`config.mk`:
```
export PLATFORM = sky130hd
export DESIGN_NAME = crc_itu_serial
export DESIGN_NICKNAME = d
export VERILOG_FILES = /design/src/rtl/crc_itu_pkg.sv /design/src/rtl/crc_itu_step.sv /design/src/rtl/crc_itu_state.sv /design/src/rtl/crc_itu_view.sv /design/src/rtl/crc_itu_serial.sv
export SDC_FILE = /design/constraint.sdc
export NUM_CORES = 1
export LEC_CHECK = 0
export CORE_UTILIZATION = 50
export CTS_CLUSTER_DIAMETER = 50
export DETAILED_ROUTE_END_ITERATION = 10
export DONT_BUFFER_PORTS = 1
export PLACE_DENSITY = 0.64
export SKIP_CTS_REPAIR_TIMING = 1
export SYNTH_ARGS = -nofsm -noshare
export SYNTH_HDL_FRONTEND = slang
export SYNTH_HIERARCHICAL = 1
export SYNTH_SLANG_ARGS = --single-unit
```
`constraint.sdc`:
```
create_clock -name clk -period 3.5 [get_ports clk]
set_clock_uncertainty 0.1 [all_clocks]
set_input_delay 0.7 -clock clk [delete_from_list [all_inputs] [get_ports clk]]
set_output_delay 0.7 -clock clk [all_outputs]
set_load 0.05 [all_outputs]
```
`src/rtl/crc_itu_pkg.sv`:
```
package crc_itu_pkg;

    localparam int unsigned CRC_W          = 16;
    localparam logic [15:0] CRC_MASK_REFL  = 16'h8408;
    localparam logic [15:0] CRC_SEED       = 16'hFFFF;
    localparam logic [15:0] CRC_GOOD_RES   = 16'hF0B8;

    // Command decoded from the control inputs, in priority order
    typedef enum logic [1:0] {
        CMD_HOLD  = 2'd0,
        CMD_SHIFT = 2'd1,
        CMD_SEED  = 2'd2
    } crc_cmd_e;

endpackage

```
`src/rtl/crc_itu_step.sv`:
```
module crc_itu_step #(
    parameter int unsigned      WIDTH = crc_itu_pkg::CRC_W,
    parameter logic [WIDTH-1:0] MASK  = crc_itu_pkg::CRC_MASK_REFL
) (
    input  logic [WIDTH-1:0] cur_i,
    input  logic             din_i,
    output logic [WIDTH-1:0] nxt_o
);

    localparam int unsigned TOP = WIDTH - 1;

    logic fb;

    always_comb begin
        fb = cur_i[0] ^ din_i;
    end

    for (genvar s = 0; s < WIDTH; s++) begin : g_stage
        if (s == TOP) begin : g_top
            always_comb nxt_o[s] = fb & MASK[s];
        end else if (MASK[s]) begin : g_tap
            always_comb nxt_o[s] = cur_i[s+1] ^ fb;
        end else begin : g_pass
            always_comb nxt_o[s] = cur_i[s+1];
        end
    end

endmodule

```
`src/rtl/crc_itu_state.sv`:
```
module crc_itu_state
    import crc_itu_pkg::*;
#(
    parameter int unsigned      WIDTH = CRC_W,
    parameter logic [WIDTH-1:0] SEED  = CRC_SEED
) (
    input  logic             clk,
    input  logic             rst_n,
    input  logic             init_i,
    input  logic             vld_i,
    input  logic [WIDTH-1:0] shifted_i,
    output logic [WIDTH-1:0] state_o
);

    typedef struct packed {
        logic [WIDTH-1:0] sr;
    } state_t;

    state_t   st_d, st_q;
    crc_cmd_e cmd;

    always_comb begin
        if (init_i) begin
            cmd = CMD_SEED;
        end else if (vld_i) begin
            cmd = CMD_SHIFT;
        end else begin
            cmd = CMD_HOLD;
        end

        st_d = st_q;
        unique case (cmd)
            CMD_SEED:  st_d.sr = SEED;
            CMD_SHIFT: st_d.sr = shifted_i;
            default:   st_d.sr = st_q.sr;
        endcase
    end

    always_ff @(posedge clk) begin
        if (!rst_n) begin
            st_q.sr <= SEED;
        end else begin
            st_q <= st_d;
        end
    end

    assign state_o = st_q.sr;

endmodule

```
`src/rtl/crc_itu_view.sv`:
```
module crc_itu_view #(
    parameter int unsigned      WIDTH   = crc_itu_pkg::CRC_W,
    parameter logic [WIDTH-1:0] RESIDUE = crc_itu_pkg::CRC_GOOD_RES
) (
    input  logic [WIDTH-1:0] state_i,
    output logic [WIDTH-1:0] fcs_o,
    output logic             match_o
);

    always_comb begin
        fcs_o   = ~state_i;
        match_o = (state_i == RESIDUE);
    end

endmodule

```
`src/rtl/crc_itu_serial.sv`:
```
module crc_itu_serial
    import crc_itu_pkg::*;
#(
    parameter int unsigned      WIDTH   = CRC_W,
    parameter logic [WIDTH-1:0] MASK    = CRC_MASK_REFL,
    parameter logic [WIDTH-1:0] SEED    = CRC_SEED,
    parameter logic [WIDTH-1:0] RESIDUE = CRC_GOOD_RES
) (
    input  logic             clk,
    input  logic             rst_n,
    input  logic             init_i,
    input  logic             bit_vld_i,
    input  logic             bit_i,
    output logic [WIDTH-1:0] crc_reg_o,
    output logic [WIDTH-1:0] crc_fcs_o,
    output logic             residue_ok_o
);

    logic [WIDTH-1:0] cur_q;
    logic [WIDTH-1:0] nxt_d;

    crc_itu_step #(
        .WIDTH (WIDTH),
        .MASK  (MASK)
    ) step_i (
        .cur_i (cur_q),
        .din_i (bit_i),
        .nxt_o (nxt_d)
    );

    crc_itu_state #(
        .WIDTH (WIDTH),
        .SEED  (SEED)
    ) state_i (
        .clk       (clk),
        .rst_n     (rst_n),
        .init_i    (init_i),
        .vld_i     (bit_vld_i),
        .shifted_i (nxt_d),
        .state_o   (cur_q)
    );

    crc_itu_view #(
        .WIDTH   (WIDTH),
        .RESIDUE (RESIDUE)
    ) view_i (
        .state_i (cur_q),
        .fcs_o   (crc_fcs_o),
        .match_o (residue_ok_o)
    );

    assign crc_reg_o = cur_q;

endmodule

```
==> results of run 1 <==
## cells in the final DEF (no fill, tap or decap)
| master | count |
|---|---|
| buf_4 | 3 |
| clkbuf_4 | 3 |
| clkbuf_8 | 1 |
| dfxtp_1 | 16 |
| inv_1 | 16 |
| mux2i_1 | 16 |
| nand2_1 | 16 |
| nand4_1 | 1 |
| nand4b_1 | 1 |
| nor2b_1 | 1 |
| nor4_2 | 1 |
| or4_1 | 1 |
| or4b_1 | 1 |
| xor2_1 | 1 |
| xor3_1 | 2 |
## kinds of logic after synthesis
family / count (synthesis) / synth area share [%]
buffers and inverters: 34 / 24.4
XOR/XNOR: 3 / 6.57
AND/OR/NAND/NOR: 22 / 13.0
flip-flops: 16 / 37.4
multiplexers: 16 / 18.7
## through the flow
step / hold slack [ns] / power [mW]
finish: 0.440 / 0.332
global route: 0.423 / 0.346
CTS: 0.432 / 0.336
detailed placement: 0.580 / 0.214
global placement: 0.578 / 0.214
floorplan: 0.679 / 0.223
## cell type report
type / instances / area, um2 / area share (%)
multi-input combinational: 41 / 328 / 41.7
sequential: 16 / 320 / 40.7
inverter: 16 / 60.1 / 7.63
clock buffer: 4 / 36.3 / 4.61
timing repair buffer: 3 / 22.5 / 2.86
tap: 16 / 20.0 / 2.54
## power breakdown
group,total (mW),switching [mW],internal (mW)
logic,0.0192,0.0104,0.00882
registers,0.191,0.00725,0.183
clock network,0.122,0.0585,0.0634
## how the worst max path moves through the flow
stage / endpoint / slack [ns] / cells after the start
floorplan: residue_ok_o / 0.56 / 2
global placement: residue_ok_o / 1.06 / 3
detailed placement: residue_ok_o / 1.08 / 3
CTS: residue_ok_o / 0.74 / 3
global route: residue_ok_o / 0.69 / 3
finish: residue_ok_o / 0.76 / 3
## routing by layer
metal | vias to the layer above | global-route usage (%)
met1 | 227 | 18.5
met3 | 3 | 8.75
met2 | 27 | 21.2
li1 | 247 | -
met4 | 0 | 5.63
met5 | - | 0
==> run summary, run 1 <==
status - complete, but fails checks
failing checks - design-rule violations
critical path type - register to output pin
synthesized area per cell - 9.42 um2
Final Cycle Share - 78.2%
cell taking the most area after synthesis - dfxtp_1
final-report setup violation count - 0
Crit Path Max Fanout - 5
initial antenna violation count - 0
synth unique cells - 16
die width - 43.4 um
core area - 1560 um2
I/O pins - 38
final core utilization - 50.5%
Pwr Density - 422 nW/um2
reg-to-reg slack, setup - 1.78 ns
HP Start - bit_vld_i
Worst setup startpoint - state_i/state_o[10]
Synth Cell Area - 857 um2
DIE HEIGHT - 43.4 um
Arr. time, crit path - 1.94 ns
WL met3 - 94 um
worst setup slack after layout - 0.765 ns
Hold Crit Class - input port to register
Synth async-reset ratio - 0%
Yosys warning count - 6
maximum VDD drop - 0.271 mV
number of synthesized register bits - 16
max FFs per register - 16
post-route minimum period - 2.74 ns
critical-path cell list - or4b_1, nor4_2, buf_4
CP bufs+invs - 1
CTS root buf - clkbuf_4
clk sinks - 16
later-pin clock latency in the skew report - 0.29 ns
Lkg Pwr - 0.491 nW
final wirelength - 1290 um
share of layout cells above drive strength 1 - 10.0%
First-pass DRT Iterations - 10
Slew Limit Fails - 0
crit start category - register
Row Count - 14
R2R Path Start - state_i/state_o[0]
die area - 1880 um2
routed len/inst - 13.5 um
met2 wire length - 585 um
H-tree depth - 1
Port Buffers - 0
NumNets Final - 86
Fmax - 366 MHz
sum of negative setup slack - 0 ns
top cells by area, synth - dfxtp_1, mux2i_1, buf_4, inv_1, nand2_1
Placed Cells - 92
RSZ-0062 raised after global routing - false
gr usage total - 14.9%
vias in the first global route - 455
sequential-to-total area share from yosys stat - 37.4%
Slew Limit Headroom - 27.7%
TritonCTS Buffers - 3
FF-to-FF path depth - 3
remaining routing DRC violations - 7
top layer in use - met4
Worst Hold Endpoint - state_i/state_o[15]
Final Wtd Congestion - 0.677
first-pass GRT wire length - 2010 um
DP Area - 751 um2
RR Endpoint - state_i/state_o[10]
grt total ovfl - 0
slew at the pin closest to its max-slew limit - 1.08 ns
Fill cells - 149
CTS tree - built
Final Hold Viols - 0
Initial Util - 55.0%
Via density - 5.25
top-area cell type share of the netlist area - 37.4%
max cap viols - 0
drt initial violations - 14
Antenna Nets Post-Route - 0
CP endpoint kind - output pin
Post-Layout Cell Count - 96
wl on met1 - 604 um
Vias - 504
data required time at the worst endpoint - 2.70 ns
Synth Net Count - 96
Antenna Diode Count - 0
max incr delay on CP - 0.63 ns
synth cell count leaders - dfxtp_1, inv_1, mux2i_1, nand2_1, buf_4
cell count after synthesis - 91
CP delay by family, top - simple AND/OR/NAND/NOR gates
area grow syn2layout - -8.18%
Setup WS pre-CTS - 1.08 ns
post-route cell area - 787 um2
Max stage delay cell, worst path - or4b_1
Clock Pin Slew Worst Setup and Hold Paths - 0.09 ns
clock buffer depth - 2
worst hold stages - 2
ys flop type - dfxtp_1
largest net degree at the start of global routing - 17
Post-synth EDFFs - 0
Note: power is estimated with default switching activity, not from simulation.
==> run 2: changes to the inputs <==
- PLACE_DENSITY: 0.64 -> 0.67
- clock period: 3.5 -> 2.3 ns (I/O delays scaled with it)
==> run 2 against run 1 <==
  * The flow still finishes with violations (design-rule violations)
  * Clock power grew 49%
  * Utilization up 9.4 points
  * Design area rose by 19%
  * Wire length rose by 13%
  * Worst hold slack worse by 0.23 ns
  * Global-route usage grew 2.7 points
  * Critical path depth did not move
  * Critical path type unchanged
  * Highest routed layer unchanged
==> run summary, run 2 (synthesis results as in run 1) <==
status - complete, but fails checks
failing checks - design-rule violations
most frequent cells in the layout - buf_4, mux2i_1, nand2_1, inv_1, dfxtp_1
die area - 1880 um2
share of layout cells above drive strength 1 - 32.6%
vias in the first global route - 545
CP endpoint kind - output pin
maximum VDD drop - 0.280 mV
drt initial violations - 15
Row Count - 14
Slew Limit Headroom - 71.9%
R2R Path Start - state_i/state_o[0]
Antenna Nets Post-Route - 0
Pwr Density - 543 nW/um2
gr usage total - 17.5%
grt total ovfl - 0
largest net degree at the start of global routing - 17
critical path type - register to output pin
reg-to-reg slack, setup - 0.96 ns
Worst setup startpoint - state_i/state_o[6]
remaining routing DRC violations - 4
clock buffer depth - 2
FF-to-FF path depth - 4
RR Endpoint - state_i/state_o[10]
Final Wtd Congestion - 0.717
DIE HEIGHT - 43.4 um
Crit Path Max Fanout - 2
slew at the pin closest to its max-slew limit - 0.421 ns
clk sinks - 16
Antenna Diode Count - 0
Port Buffers - 0
most common cell after layout, fill and taps aside - buf_4
Via density - 5.15
CTS tree - built
CTS root buf - clkbuf_4
Arr. time, crit path - 1.66 ns
Final Cycle Share - 96.6%
die width - 43.4 um
final wirelength - 1470 um
max cap viols - 0
Slew Limit Fails - 0
first-pass GRT wire length - 2330 um
H-tree depth - 1
sum of negative setup slack - 0 ns
First-pass DRT Iterations - 7
critical path capture point - residue_ok_o
core area - 1560 um2
Placed Cells - 107
RSZ-0062 raised after global routing - false
Hold Crit Class - input port to register
Vias - 572
Fill cells - 136
Final Hold Viols - 0
later-pin clock latency in the skew report - 0.28 ns
DP Wirelength - 1080 um
Lkg Pwr - 0.558 nW
routed len/inst - 13.2 um
data required time at the worst endpoint - 1.74 ns
max FFs per register - 16
post-route minimum period - 2.22 ns
TritonCTS Buffers - 3
crit start category - register
final-report setup violation count - 0
Clock Pin Slew Worst Setup and Hold Paths - 0.09 ns
area grow syn2layout - 8.91%
I/O pins - 38
Initial Util - 55.0%
Fmax - 450 MHz
Post-Layout Cell Count - 111
NumNets Final - 101
initial antenna violation count - 0
run 2: worst min-delay path by stage:
stage / startpoint / end / cells after the start
after floorplan: state_i/state_o[6] / state_i/state_o[6] / 2
after global placement: bit_vld_i / state_i/state_o[14] / 2
after detailed placement: bit_vld_i / state_i/state_o[8] / 2
after CTS: bit_vld_i / state_i/state_o[8] / 2
after global routing: bit_vld_i / state_i/state_o[3] / 2
final: bit_vld_i / state_i/state_o[15] / 2
run 2: power breakdown:
part           leakage (nW)  internal, mW  switching, mW  total (mW)
combinational         0.410        0.0175         0.0269      0.0444
sequential            0.126         0.279        0.00116       0.280
clock                0.0210        0.0963         0.0855       0.182
total                 0.558         0.393          0.114       0.506
run 2: layout make-up:
type	count	area [um2]	area share (%)
multi-input combinational	41	340	36.5
sequential	16	329	35.3
timing repair buffer	18	148	15.8
inverter	16	60.1	6.43
clock buffer	4	36.3	3.89
tap	16	20.0	2.14
run 2: routing by layer:
layer  GRT usage (%)  up-vias  wire length (um)  share of wire, %
li1                -      277                 -                 -
met1            19.4      269               628                43
met2            27.6       24               737                50
met3            6.25        2                81               5.5
met4            13.1        0                18               1.2
met5               0        -                 0                 0
run 2: critical path, cell delays in order (launching register included):
cell and delay (ns):
dfxtp_2 0.33, or4_4 0.54, nor4_4 0.34, buf_12 0.18
run 2: per-stage QoR:
step	hold slack, ns	util, %	power, mW	worst slack [ns]	cell area [um2]
global route	0.186	59.9	0.532	0.00286	933
floorplan	0.546	-	0.340	0.0172	875
global placement	0.496	57.3	0.331	0.372	893
finish	0.211	59.9	0.506	0.0779	933
detailed placement	0.500	57.3	0.331	0.350	893
CTS	0.196	59.6	0.516	0.0213	930
==> run 3: changes to the inputs <==
- GPL_TIMING_DRIVEN: not set -> 0
- SYNTH_HIERARCHICAL: 1 -> not set
==> run 3 against run 2 <==
  * The flow finishes with violations (negative setup slack)
  * Global-route usage rose by 3.6 points
  * Clock-buffer cell count fell by 1
  * Register-to-register slack got worse by 0.06 ns
  * Sequential cell count is the same
  * Power grew 12%
  * Worst setup slack got worse by 0.28 ns
  * Combinational power grew 95%
  * Synthesized cell count decreased by 13%
  * Wire length is 4.0% higher
==> run summary, run 3 <==
Adder-Cell Fraction of Synth Area - 0%
Antenna Diode Count - 0
DP Wirelength - 1100 um
compound-gate portion of the synthesized area - 16.9%
Synth Cell Area - 709 um2
Clock Power Share - 26.3%
number of synthesized register bits - 16
most common cell after layout, fill and taps aside - inv_1
die area - 1570 um2
internal cell power - 0.371 mW
top-count cell post-synth - inv_1
Vias - 579
final wirelength - 1520 um
Post-Layout Cell Count - 98
I/O pins - 38
DIE HEIGHT - 39.7 um
Lkg Pwr - 0.445 nW
Slew Limit Fails - 0
worst setup slack after layout - -0.206 ns
post-route minimum period - 2.51 ns
mux cell area share after synthesis - 0%
initial antenna violation count - 0
Setup WS pre-CTS - -0.0316 ns
cell taking the most area after synthesis - dfxtp_1
crit start category - register
CTS tree - built
fraction of synthesized cell area in xor and xnor cells - 8.64%
clock buffer depth - 2
CP endpoint kind - output pin
most frequent cells in the layout - inv_1, o211ai_1, nand2_1
vias in the first global route - 505
Final Wtd Congestion - 0.727
Arr. time, crit path - 1.95 ns
synth unique cells - 15
Yosys warning count - 0
sum of negative setup slack - -0.206 ns
Synth async-reset ratio - 0%
reg-to-reg slack, setup - 0.90 ns
TritonCTS Buffers - 3
maximum VDD drop - 0.371 mV
ys flop type - dfxtp_1
H-tree depth - 1
core area - 1320 um2
Post-Synth Simple-Gate Area - 17.5%
largest family of logic cells by synthesized area - simple AND/OR/NAND/NOR gates
first-pass GRT wire length - 2160 um
Switching Fraction - 34.8%
synthesized area per cell - 8.98 um2
Final Hold Slack - 0.280 ns
Placed Cells - 94
share of layout cells above drive strength 1 - 30.1%
CTS root buf - clkbuf_4
Slew Limit Headroom - 50.6%
net switching power figure - 0.198 mW
DP Area - 752 um2
Final Cycle Share - 109%
NumNets Final - 89
status - complete, but fails checks
Via density - 5.91
final core utilization - 61.2%
Hold Crit Class - input port to register
critical path type - register to output pin
Clock Pin Slew Worst Setup and Hold Paths - 0.09 ns
max FFs per register - 16
die width - 39.7 um
area grow syn2layout - 13.6%
routed len/inst - 15.5 um
First-pass DRT Iterations - 2
top-area cell type share of the netlist area - 45.1%
Pwr Density - 706 nW/um2
cell count after synthesis - 79
top cells by area, synth - dfxtp_1, o211ai_1, inv_1, xnor3_4, nand2_1
Fmax - 399 MHz
grt total ovfl - 0
gr usage total - 21.1%
largest net degree at the start of global routing - 11
drt initial violations - 7
sequential-to-total area share from yosys stat - 45.1%
RSZ-0062 raised after global routing - true
final-report setup violation count - 1
sequential share of power - 58.5%
post-route cell area - 806 um2
slew at the pin closest to its max-slew limit - 0.735 ns
Synth Net Count - 84
remaining routing DRC violations - 0
max cap viols - 0
Gate power share - 15.2%
synth cell count leaders - inv_1, dfxtp_1, o211ai_1
clk sinks - 16
Port Buffers - 0
later-pin clock latency in the skew report - 0.28 ns
Initial Util - 53.8%
Post-synth EDFFs - 0
data required time at the worst endpoint - 1.74 ns
Power, Total - 0.569 mW
failing checks - negative setup slack
Row Count - 13
Antenna Nets Post-Route - 0
Final Hold Viols - 0
Crit Path Max Fanout - 4
## run 3: logic make-up after synthesis
logic type      after synthesis
xor+xnor                      3
buf+inv                      22
simple gates                 22
flops                        16
compound gates               16
## run 3: worst max-delay path, cell delays in order (launching register included)
cell and delay, ns:
dfxtp_4 0.42, or4b_4 0.56, nor4_4 0.68
## run 3: path summary, 6_finish.rpt
kind                        from                  end  cells past startpoint
max reg2reg  state_i.state_o[11]  state_i.state_o[10]                      2
min                    bit_vld_i  state_i.state_o[10]                      2
max           state_i.state_o[9]         residue_ok_o                      2
min reg2reg   state_i.state_o[7]   state_i.state_o[6]                      2
## run 3: per-layer routing
layer / up-vias / wire length, um / part of all wire, % / GRT usage (%)
li1: 271 / - / - / -
met1: 277 / 627 / 41 / 24.5
met2: 27 / 750 / 49 / 35.7
met3: 4 / 119 / 7.8 / 5.11
met4: 0 / 25 / 1.6 / 10.3
met5: - / 0 / 0 / 0
## run 3: power by group through the flow
stage,registers (mW),logic [mW],clock network [mW]
after floorplan,0.338,0.0781,0
after global placement,0.341,0.0851,0
after detailed placement,0.341,0.0864,0
after CTS,0.335,0.0868,0.149
after global routing,0.336,0.0922,0.157
final,0.333,0.0864,0.149
## run 3: final cells by class
| class | instances | area (um2) |
|---|---|---|
| plain buffers | 5 | 20.0 |
| flip-flops and latches | 16 | 355 |
| clock inverters | 1 | 3.75 |
| multi-input cells | 41 | 322 |
| well taps | 15 | 18.8 |
| inverters | 17 | 63.8 |
| clock buffers | 3 | 22.5 |
| fillers | 126 | 512 |
